File: config.mk
export PLATFORM = sky130hd
export DESIGN_NAME = mdio_mgmt_slave
export DESIGN_NICKNAME = d
export VERILOG_FILES = /design/src/rtl/mdio_slv_pkg.sv /design/src/rtl/mdio_edge_sync.sv /design/src/rtl/mdio_reg_bank.sv /design/src/rtl/mdio_frame_parser.sv /design/src/rtl/mdio_mgmt_slave.sv
export SDC_FILE = /design/constraint.sdc
export NUM_CORES = 1
export LEC_CHECK = 0
export BUFFER_PORTS_ARGS = -buffer_cell sky130_fd_sc_hd__buf_2
export CORE_MARGIN = 5
export CORE_UTILIZATION = 30
export DETAILED_ROUTE_END_ITERATION = 8
export GPL_TIMING_DRIVEN = 0
export MAX_ROUTING_LAYER = met4
export PLACE_DENSITY = 0.52
export SYNTH_ARGS = -nofsm -noshare
export SYNTH_HDL_FRONTEND = slang
export SYNTH_SLANG_ARGS = --single-unit
File: constraint.sdc
create_clock -name clk -period 3.15 [get_ports clk]
set_input_delay 0.7875 -clock clk [delete_from_list [all_inputs] [get_ports clk]]
set_output_delay 0.7875 -clock clk [all_outputs]
set_load 0.005 [all_outputs]
File: src/rtl/mdio_slv_pkg.sv
package mdio_slv_pkg;

    // Protocol-fixed field widths
    localparam int DATA_W    = 16;
    localparam int REG_AW    = 5;
    localparam int DEV_AW    = 5;
    localparam int REG_COUNT = 1 << REG_AW;
    localparam int CNT_W     = $clog2(DATA_W);

    typedef enum logic [2:0] {
        PS_HUNT,
        PS_IDLE,
        PS_START,
        PS_OPCODE,
        PS_DEVAD,
        PS_REGAD,
        PS_TURN,
        PS_DATA
    } parse_state_t;

    typedef struct packed {
        logic              valid;
        logic [REG_AW-1:0] addr;
        logic [DATA_W-1:0] data;
    } wr_req_t;

    // Power-up contents of register idx
    function automatic logic [DATA_W-1:0] reset_word(input logic [REG_AW-1:0] idx);
        return {3'b110, idx, 3'b011, ~idx};
    endfunction

endpackage

File: src/rtl/mdio_edge_sync.sv
module mdio_edge_sync #(
    parameter int STAGES = 2
) (
    input  logic clk,
    input  logic rst,
    input  logic mdc_raw,
    input  logic mdio_raw,
    output logic mdc_rise,
    output logic mdc_fall,
    output logic mdio_bit
);

    logic [STAGES-1:0] mdc_stage;
    logic [STAGES-1:0] dat_stage;
    logic              mdc_prev;

    for (genvar g = 0; g < STAGES; g++) begin : g_stage
        if (g == 0) begin : g_first
            always_ff @(posedge clk) begin
                if (rst) begin
                    mdc_stage[g] <= 1'b0;
                    dat_stage[g] <= 1'b1;
                end else begin
                    mdc_stage[g] <= mdc_raw;
                    dat_stage[g] <= mdio_raw;
                end
            end
        end else begin : g_next
            always_ff @(posedge clk) begin
                if (rst) begin
                    mdc_stage[g] <= 1'b0;
                    dat_stage[g] <= 1'b1;
                end else begin
                    mdc_stage[g] <= mdc_stage[g-1];
                    dat_stage[g] <= dat_stage[g-1];
                end
            end
        end
    end

    always_ff @(posedge clk) begin
        if (rst) mdc_prev <= 1'b0;
        else     mdc_prev <= mdc_stage[STAGES-1];
    end

    assign mdc_rise = mdc_stage[STAGES-1] & ~mdc_prev;
    assign mdc_fall = ~mdc_stage[STAGES-1] & mdc_prev;
    assign mdio_bit = dat_stage[STAGES-1];

endmodule

File: src/rtl/mdio_reg_bank.sv
module mdio_reg_bank
    import mdio_slv_pkg::*;
(
    input  logic              clk,
    input  logic              rst,
    input  wr_req_t           wr_req,
    input  logic [REG_AW-1:0] rd_addr,
    output logic [DATA_W-1:0] rd_data
);

    logic [DATA_W-1:0] mem [REG_COUNT];

    for (genvar i = 0; i < REG_COUNT; i++) begin : g_reg
        always_ff @(posedge clk) begin
            if (rst)
                mem[i] <= reset_word(REG_AW'(i));
            else if (wr_req.valid && wr_req.addr == REG_AW'(i))
                mem[i] <= wr_req.data;
        end
    end

    assign rd_data = mem[rd_addr];

endmodule

File: src/rtl/mdio_frame_parser.sv
module mdio_frame_parser
    import mdio_slv_pkg::*;
#(
    parameter int PREAMBLE_LEN = 32
) (
    input  logic              clk,
    input  logic              rst,
    input  logic              bit_rise,
    input  logic              bit_fall,
    input  logic              bit_val,
    input  logic [DEV_AW-1:0] dev_addr,
    input  logic [DATA_W-1:0] rd_word,
    output logic [REG_AW-1:0] reg_addr,
    output wr_req_t           wr_req,
    output logic              mdio_o,
    output logic              mdio_oe
);

    localparam int PRE_W = $clog2(PREAMBLE_LEN + 1);
    localparam logic [CNT_W-1:0] DEV_LAST  = CNT_W'(DEV_AW - 1);
    localparam logic [CNT_W-1:0] REG_LAST  = CNT_W'(REG_AW - 1);
    localparam logic [CNT_W-1:0] DATA_LAST = CNT_W'(DATA_W - 1);
    localparam logic [PRE_W-1:0] PRE_LAST  = PRE_W'(PREAMBLE_LEN - 1);

    parse_state_t      state;
    logic [CNT_W-1:0]  cnt;
    logic [PRE_W-1:0]  pre_cnt;
    logic              op_first;
    logic              op_rd;
    logic              ta_first;
    logic              hit;
    logic [DEV_AW-1:0] dev_sh;
    logic [REG_AW-1:0] reg_sh;
    logic [DATA_W-1:0] sh;
    logic              frame_err;
    logic              drive_ta;
    logic              drive_data;

    // Malformed-field detection, evaluated on the bit being sampled
    always_comb begin
        frame_err = 1'b0;
        case (state)
            PS_START:  frame_err = !bit_val;
            PS_OPCODE: frame_err = (cnt == CNT_W'(1)) && (op_first == bit_val);
            PS_TURN:   frame_err = (cnt == CNT_W'(1)) && !op_rd && !(ta_first && !bit_val);
            default:   frame_err = 1'b0;
        endcase
    end

    assign drive_ta   = (state == PS_TURN) && (cnt == CNT_W'(1)) && op_rd && hit;
    assign drive_data = (state == PS_DATA) && op_rd && hit;

    always_ff @(posedge clk) begin
        if (rst) begin
            state    <= PS_HUNT;
            cnt      <= '0;
            pre_cnt  <= '0;
            op_first <= 1'b0;
            op_rd    <= 1'b0;
            ta_first <= 1'b0;
            hit      <= 1'b0;
            dev_sh   <= '0;
            reg_sh   <= '0;
            sh       <= '0;
            wr_req   <= '0;
            mdio_o   <= 1'b0;
            mdio_oe  <= 1'b0;
        end else begin
            wr_req.valid <= 1'b0;
            if (bit_rise) begin
                if (frame_err) begin
                    state   <= PS_HUNT;
                    pre_cnt <= '0;
                    cnt     <= '0;
                end else begin
                    case (state)
                        PS_HUNT: begin
                            if (!bit_val) begin
                                pre_cnt <= '0;
                            end else if (pre_cnt == PRE_LAST) begin
                                pre_cnt <= '0;
                                state   <= PS_IDLE;
                            end else begin
                                pre_cnt <= pre_cnt + PRE_W'(1);
                            end
                        end
                        PS_IDLE: begin
                            if (!bit_val) state <= PS_START;
                        end
                        PS_START: begin
                            state <= PS_OPCODE;
                            cnt   <= '0;
                        end
                        PS_OPCODE: begin
                            if (cnt == '0) begin
                                op_first <= bit_val;
                                cnt      <= CNT_W'(1);
                            end else begin
                                op_rd <= op_first;
                                state <= PS_DEVAD;
                                cnt   <= '0;
                            end
                        end
                        PS_DEVAD: begin
                            dev_sh <= {dev_sh[DEV_AW-2:0], bit_val};
                            if (cnt == DEV_LAST) begin
                                hit   <= ({dev_sh[DEV_AW-2:0], bit_val} == dev_addr);
                                state <= PS_REGAD;
                                cnt   <= '0;
                            end else begin
                                cnt <= cnt + CNT_W'(1);
                            end
                        end
                        PS_REGAD: begin
                            reg_sh <= {reg_sh[REG_AW-2:0], bit_val};
                            if (cnt == REG_LAST) begin
                                state <= PS_TURN;
                                cnt   <= '0;
                            end else begin
                                cnt <= cnt + CNT_W'(1);
                            end
                        end
                        PS_TURN: begin
                            if (cnt == '0) begin
                                ta_first <= bit_val;
                                cnt      <= CNT_W'(1);
                            end else begin
                                if (op_rd) sh <= rd_word;
                                state <= PS_DATA;
                                cnt   <= '0;
                            end
                        end
                        PS_DATA: begin
                            if (!op_rd) sh <= {sh[DATA_W-2:0], bit_val};
                            if (cnt == DATA_LAST) begin
                                state <= PS_IDLE;
                                cnt   <= '0;
                                if (!op_rd && hit) begin
                                    wr_req.valid <= 1'b1;
                                    wr_req.addr  <= reg_sh;
                                    wr_req.data  <= {sh[DATA_W-2:0], bit_val};
                                end
                            end else begin
                                cnt <= cnt + CNT_W'(1);
                            end
                        end
                        default: state <= PS_HUNT;
                    endcase
                end
            end else if (bit_fall) begin
                if (drive_ta) begin
                    mdio_oe <= 1'b1;
                    mdio_o  <= 1'b0;
                end else if (drive_data) begin
                    mdio_oe <= 1'b1;
                    mdio_o  <= sh[DATA_W-1];
                    sh      <= {sh[DATA_W-2:0], 1'b0};
                end else begin
                    mdio_oe <= 1'b0;
                    mdio_o  <= 1'b0;
                end
            end
        end
    end

    assign reg_addr = reg_sh;

    AST_NO_DRIVE_UNSYNCED: assert property (@(posedge clk) disable iff (rst)
        mdio_oe |-> state != PS_HUNT) else $error("driver enabled while hunting");

    AST_PREAMBLE_BOUND: assert property (@(posedge clk) disable iff (rst)
        pre_cnt < PRE_W'(PREAMBLE_LEN)) else $error("preamble count overran");

    AST_TA_DRIVES_ZERO: assert property (@(posedge clk) disable iff (rst)
        $rose(mdio_oe) |-> !mdio_o) else $error("first driven bit not zero");

    AST_OE_ON_FALL: assert property (@(posedge clk) disable iff (rst)
        !$stable(mdio_oe) |-> $past(bit_fall)) else $error("enable moved off falling edge");

    AST_WRITE_ADDR_HIT: assert property (@(posedge clk) disable iff (rst)
        wr_req.valid |-> dev_sh == dev_addr) else $error("write committed for foreign address");

    AST_ERR_TO_HUNT: assert property (@(posedge clk) disable iff (rst)
        (bit_rise && frame_err) |=> state == PS_HUNT) else $error("malformed frame kept sync");

endmodule

File: src/rtl/mdio_mgmt_slave.sv
module mdio_mgmt_slave
    import mdio_slv_pkg::*;
#(
    parameter int SYNC_STAGES  = 2,
    parameter int PREAMBLE_LEN = 32
) (
    input  logic              clk,
    input  logic              rst,
    input  logic [DEV_AW-1:0] dev_addr,
    input  logic              mdc,
    input  logic              mdio_i,
    output logic              mdio_o,
    output logic              mdio_oe
);

    logic              mdc_rise;
    logic              mdc_fall;
    logic              mdio_bit;
    logic [REG_AW-1:0] reg_addr;
    logic [DATA_W-1:0] rd_word;
    wr_req_t           wr_req;

    mdio_edge_sync #(
        .STAGES(SYNC_STAGES)
    ) i_sync (
        .clk     (clk),
        .rst     (rst),
        .mdc_raw (mdc),
        .mdio_raw(mdio_i),
        .mdc_rise(mdc_rise),
        .mdc_fall(mdc_fall),
        .mdio_bit(mdio_bit)
    );

    mdio_frame_parser #(
        .PREAMBLE_LEN(PREAMBLE_LEN)
    ) i_parser (
        .clk     (clk),
        .rst     (rst),
        .bit_rise(mdc_rise),
        .bit_fall(mdc_fall),
        .bit_val (mdio_bit),
        .dev_addr(dev_addr),
        .rd_word (rd_word),
        .reg_addr(reg_addr),
        .wr_req  (wr_req),
        .mdio_o  (mdio_o),
        .mdio_oe (mdio_oe)
    );

    mdio_reg_bank i_regs (
        .clk    (clk),
        .rst    (rst),
        .wr_req (wr_req),
        .rd_addr(reg_addr),
        .rd_data(rd_word)
    );

endmodule

# After elaboration in Yosys (flattened, before gate mapping)

Memory sizes are Yosys's and may differ from the RTL's. A register that Yosys moved wholly into a read port is not among the register bits.
Index checks and enable logic that the tools add are counted.

$add $sub $neg: 2
Equality and inequality tests: 58
Mux-type cells: 166
Bitwise gates (word level): 41
Reductions and logical operators: 67

Operator list:

| kind               | count |
|---|---|
| $mux 16            | 40 |
| $mux 1             | 103 |
| $eq 5x5->1 const B | 16 |
| $logic_and 1x1->1  | 42 |
| $eq 5x4->1 const B | 8 |
| $or 1x1->1         | 32 |
| $pmux 16 s2        | 1 |
| $mux 3             | 9 |
| $mux 6             | 4 |
| $pmux 3 s8         | 1 |
| $mux 22            | 1 |
| $eq 5x3->1 const B | 4 |
| $pmux 4 s4         | 1 |
| $reduce_and 4->1   | 4 |
| $ne 3x2->1 const B | 5 |
| $eq 3x3->1 const B | 4 |
| $mux 4             | 3 |
| $ne 3x3->1 const B | 4 |
| $eq 5x2->1 const B | 2 |
| $mux 5             | 2 |
| $ne 3x1->1 const B | 3 |
| $reduce_and 9->1   | 1 |
| $reduce_and 8->1   | 1 |
| $not 1->1          | 7 |
| other kinds (26)   | 36 |

Flip-flop bits (word level): 71
Memory bits (writable): 512
Input port bits: 9
Output and inout bits: 2
Word-level logic and storage cells: 355
Memories: 1

Memory list:

| name       | depth | width | read ports | clocked after memory_dff | wr ports | RTL line            | source |
|---|---|---|---|---|---|---|---|
| i_regs.mem | 32    | 16    | 1          | 1                        | 32       | mdio_reg_bank.sv:11 | `logic [DATA_W-1:0] mem [REG_COUNT];` |

# Depth between registers and ports, before layout

Depth in word-level cells: 9
Depth in mapped cells: 10
Mapped depth without buffers: 8

# Cells and area by module

From an unflattened synthesis, not the netlist that was laid out.

Cells, all modules: 2,233
Area, all modules: 27,624.0 um^2

By module, submodules not included:

| module            | instances | cells each | area an instance (um^2) |
|---|---|---|---|
| mdio_reg_bank     | 1         | 1,818      | 24,219.5 |
| mdio_frame_parser | 1         | 403        | 3,253.1 |
| mdio_edge_sync    | 1         | 12         | 151.4 |

# Least setup slack after synthesis

Ideal clock, no wire load.

Path type: register -> register
Start point: reg i_parser.wr_req[16] (netlist name)
End point: mem i_regs.mem[25][0] (enable)
Library setup time: 0.411 ns
Arrival: 2.306 ns
Path slack: 0.433 ns
Cell stages (with the launch flop): 6
Buffers on the path: 2
Period minus slack after synthesis: 2.717 ns
Path through: dfxtp_1 > clkbuf_1 > nor2b_1 > nand2_1 > clkbuf_1 > o21ai_0

RTL lines:

| what             | RTL line |
|---|---|
| end: declaration | mdio_reg_bank.sv:11 |

==> metrics.cfg <==
[outcome]
status = finished, violations left
violations = setup timing

[grt]
grt_max_degree = 17
grt_pass1_wl_um = 141000
grtUsageTotal_pct = 20.9
antenna_found_initial = 6
grt_overflow = 0
grt_pass1_vias = 18041

[synth]
yosysWarnings = 0
ys_top_cells_by_area = edfxtp_1 57%, mux4_2 11%, or3_1 6.6%
synth_top_area_cell = edfxtp_1
syn_nets = 1917
synth.cell_area_um2 = 27100
synth.most_common_cell = edfxtp_1
ys_types = 68
synth_cells = 1900
ys_async_sr_fraction_pct = 0
yosys_register_bits = 588
synth_common_cells = 512 x edfxtp_1, 288 x or3_1, 184 x and2_1
synth.top_cell.area_share_pct = 56.7
synth.avg_cell_area_um2 = 14.3
synth-main-ff-cell = edfxtp_1
synth-edff-count = 512
synth-seq-area-share_pct = 62.3

[critical_path]
path_common_cell = a221oi_1
path_depth = 8
crit_slowest_cell = a211oi_1
crit_fanout = 10
slowest_delay_ns = 0.77
cp-end-kind = register
worstSetupPathType = reg2reg
cp.arrival_ns = 3.81
cp_top_family = compound AO/OA/AOI/OAI gates
path_buf_inv = 2
crit_chain = buf_4, buf_2, mux4_2, nor2b_1, a211oi_1, a221oi_1, a221oi_1, nor3_1
crit_path_start_kind = register
required_ns = 3.63
reg2regPathDepth = 8

[clock_tree]
insertion_delay_ns = 0.63
hold_buffers = 0
cts_max_level = 3
cts_tree = done
cts_buffers = 68
post_cts_buffers = 0
clock_path_buffers = 3
cts.sinks = 588
cts_root_buf = clkbuf_16
path_clk_slew_ns = 0.06

[timing]
rsz0062_at_grt = no
hold_viol = 0
max_freq_ghz = 0.301
finalSetupTns_ns = -0.560
relSlewSlack_pct = 3.41
worst_pin_slew_ns = 1.45
maxSlewViolCount = 0
post-route-period-util_pct = 106
setup_viol = 13
layout_min_cycle_time_ns = 3.33
finalWorstSetupSlack_ns = -0.175
clock-skew-final_ns = 0.0267

[floorplan]
rows = 110
die_area_um2 = 96500
core_area_um2 = 89900
die_y_um = 311
start_util_pct = 30.2
ios = 11
die_w_um = 311

[pwr]
p_int_mw = 13.1
sw_frac_of_total_pct = 21.7
power.density_nw_per_um2 = 533
irDropWorstVdd_mv = 0.306
p_comb_share_pct = 2.5
pwr-share-seq_pct = 51.3
p_leak_nw = 9.27
clock_power_share_pct = 46.2
p_switching_mw = 3.61

[finish]
fill_cells = 8685
seq_area_um2 = 16900
drive_gt1_share_pct = 18.2
nets = 2020
multi_input_area_um2 = 9450
area_growth_pct = 15.4
fin_area_um2 = 31300

[routing]
via_per_inst = 5.66
wl_um = 101000
ant_nets = 0
drtIter0Drc = 2360
firstDrtPassIters = 5
avgRoutedWirePerCell_um = 31.2
vias = 18300
drc_errors = 0

[placed_design]
dp_hpwl_um = 70300
place_area_um2 = 29100
routabilityCongestion = 0.977
numPortBuffers = 10

[job]
max-cap-violations = 0

[hold_path]
hold_depth = 2
worstHoldStart = mdio_i
hp-class = in2reg

==> flip-flops by register name, summed over array words and instances (netlist names), 2 cells and up, named ones only <==
name,count
i_parser.reg_addr,5
i_parser.state,3
i_sync.mdc_stage,2
i_parser.wr_req,22
i_parser.sh,16
i_regs.mem,512
i_parser.pre_cnt,6
i_parser.dev_sh,4
i_parser.cnt,4
==> final cells by class <==
| type | count | area share (%) |
|---|---|---|
| Tap cell | 1176 | 4.70 |
| Buffer | 186 | 2.81 |
| Clock buffer | 80 | 5.65 |
| Clock inverter | 39 | 1.08 |
| Timing Repair Buffer | 33 | 1.42 |
| Sequential cell | 588 | 54.0 |
| Inverter | 8 | 0.0959 |
| Antenna cell | 8 | 0.0640 |
| Multi-Input combinational cell | 1118 | 30.2 |
==> path summary, 6_finish.rpt <==
check	to	slack [ns]
setup reg to reg	i_parser.sh[1]$_SDFFE_PP0P_	-0.18
hold / removal	i_sync.dat_stage[0]$_SDFF_PP1_	0.35
hold reg to reg	i_sync.mdio_bit$_SDFF_PP1_	0.41
setup / recovery	i_parser.sh[1]$_SDFFE_PP0P_	-0.18
==> what timing repair did <==
item / in CTS / in global routing
gates resized for setup: 13 / 5
pin swaps: 0 / 0
setup endpoints to repair: 158 / 37
cloned: 0 / 0
==> power groups by stage <==
stage          combinational [mW]  clock (mW)  sequential (mW)
6_report                    0.420        7.71             8.55
5_1_grt                     0.434        8.10             8.55
4_1_cts                     0.418        7.78             8.55
3_5_place_dp                0.416           0             8.71
3_3_place_gp                0.345           0             8.73
2_1_floorplan               0.197           0             8.71
==> stage by stage <==
step           setup WS [ns]  power, mW  hold WS (ns)  cells  utilization, %
2_1_floorplan          0.433       8.90         0.389   1900               -
3_3_place_gp           -2.00       9.08         0.403   3086            31.9
3_5_place_dp          -0.487       9.13         0.397   3109            32.4
4_1_cts               0.0131       16.7         0.319   3228            34.8
5_1_grt              0.00505       17.1         0.342   3228            34.8
6_report              -0.175       16.7         0.346   3236            34.8
==> kinds of logic after synthesis <==
family,Yosys count,synth area share [%]
buf+inv,194,3.35
compound gates,135,3.92
flops,588,62.3
xor+xnor,10,0.323
mux,198,13.2
fa+ha+maj,8,0.369
simple gates,767,16.5
==> routing by layer <==
| layer | global-route usage (%) | wire (um) | part of all wire [%] |
|---|---|---|---|
| met1 | 27.4 | 40400 | 40 |
| met2 | 31.0 | 44900 | 44 |
| met3 | 5.25 | 10300 | 10 |
| met4 | 9.23 | 5410 | 5.4 |
| met5 | - | 0 | 0 |
==> cells in the final DEF (no fill, tap or decap), types with 12 or more instances in the layout <==
cell	synthesis	final
clkinv_2	0	15
and2_1	184	184
or3_1	288	288
a221oi_1	13	12
mux2i_1	70	70
mux4_2	128	128
nor2_1	103	99
buf_4	13	13
o21ai_2	0	21
buf_2	18	29
and3_1	45	45
edfxtp_1	512	512
dfxtp_1	76	76
buf_8	3	22
a211oi_1	21	21
clkbuf_16	0	69
nand2_1	52	45
clkbuf_1	140	150
nand2b_1	12	12
a21oi_1	18	18
nor2b_1	31	29
Power figures use the tool's default switching activity.
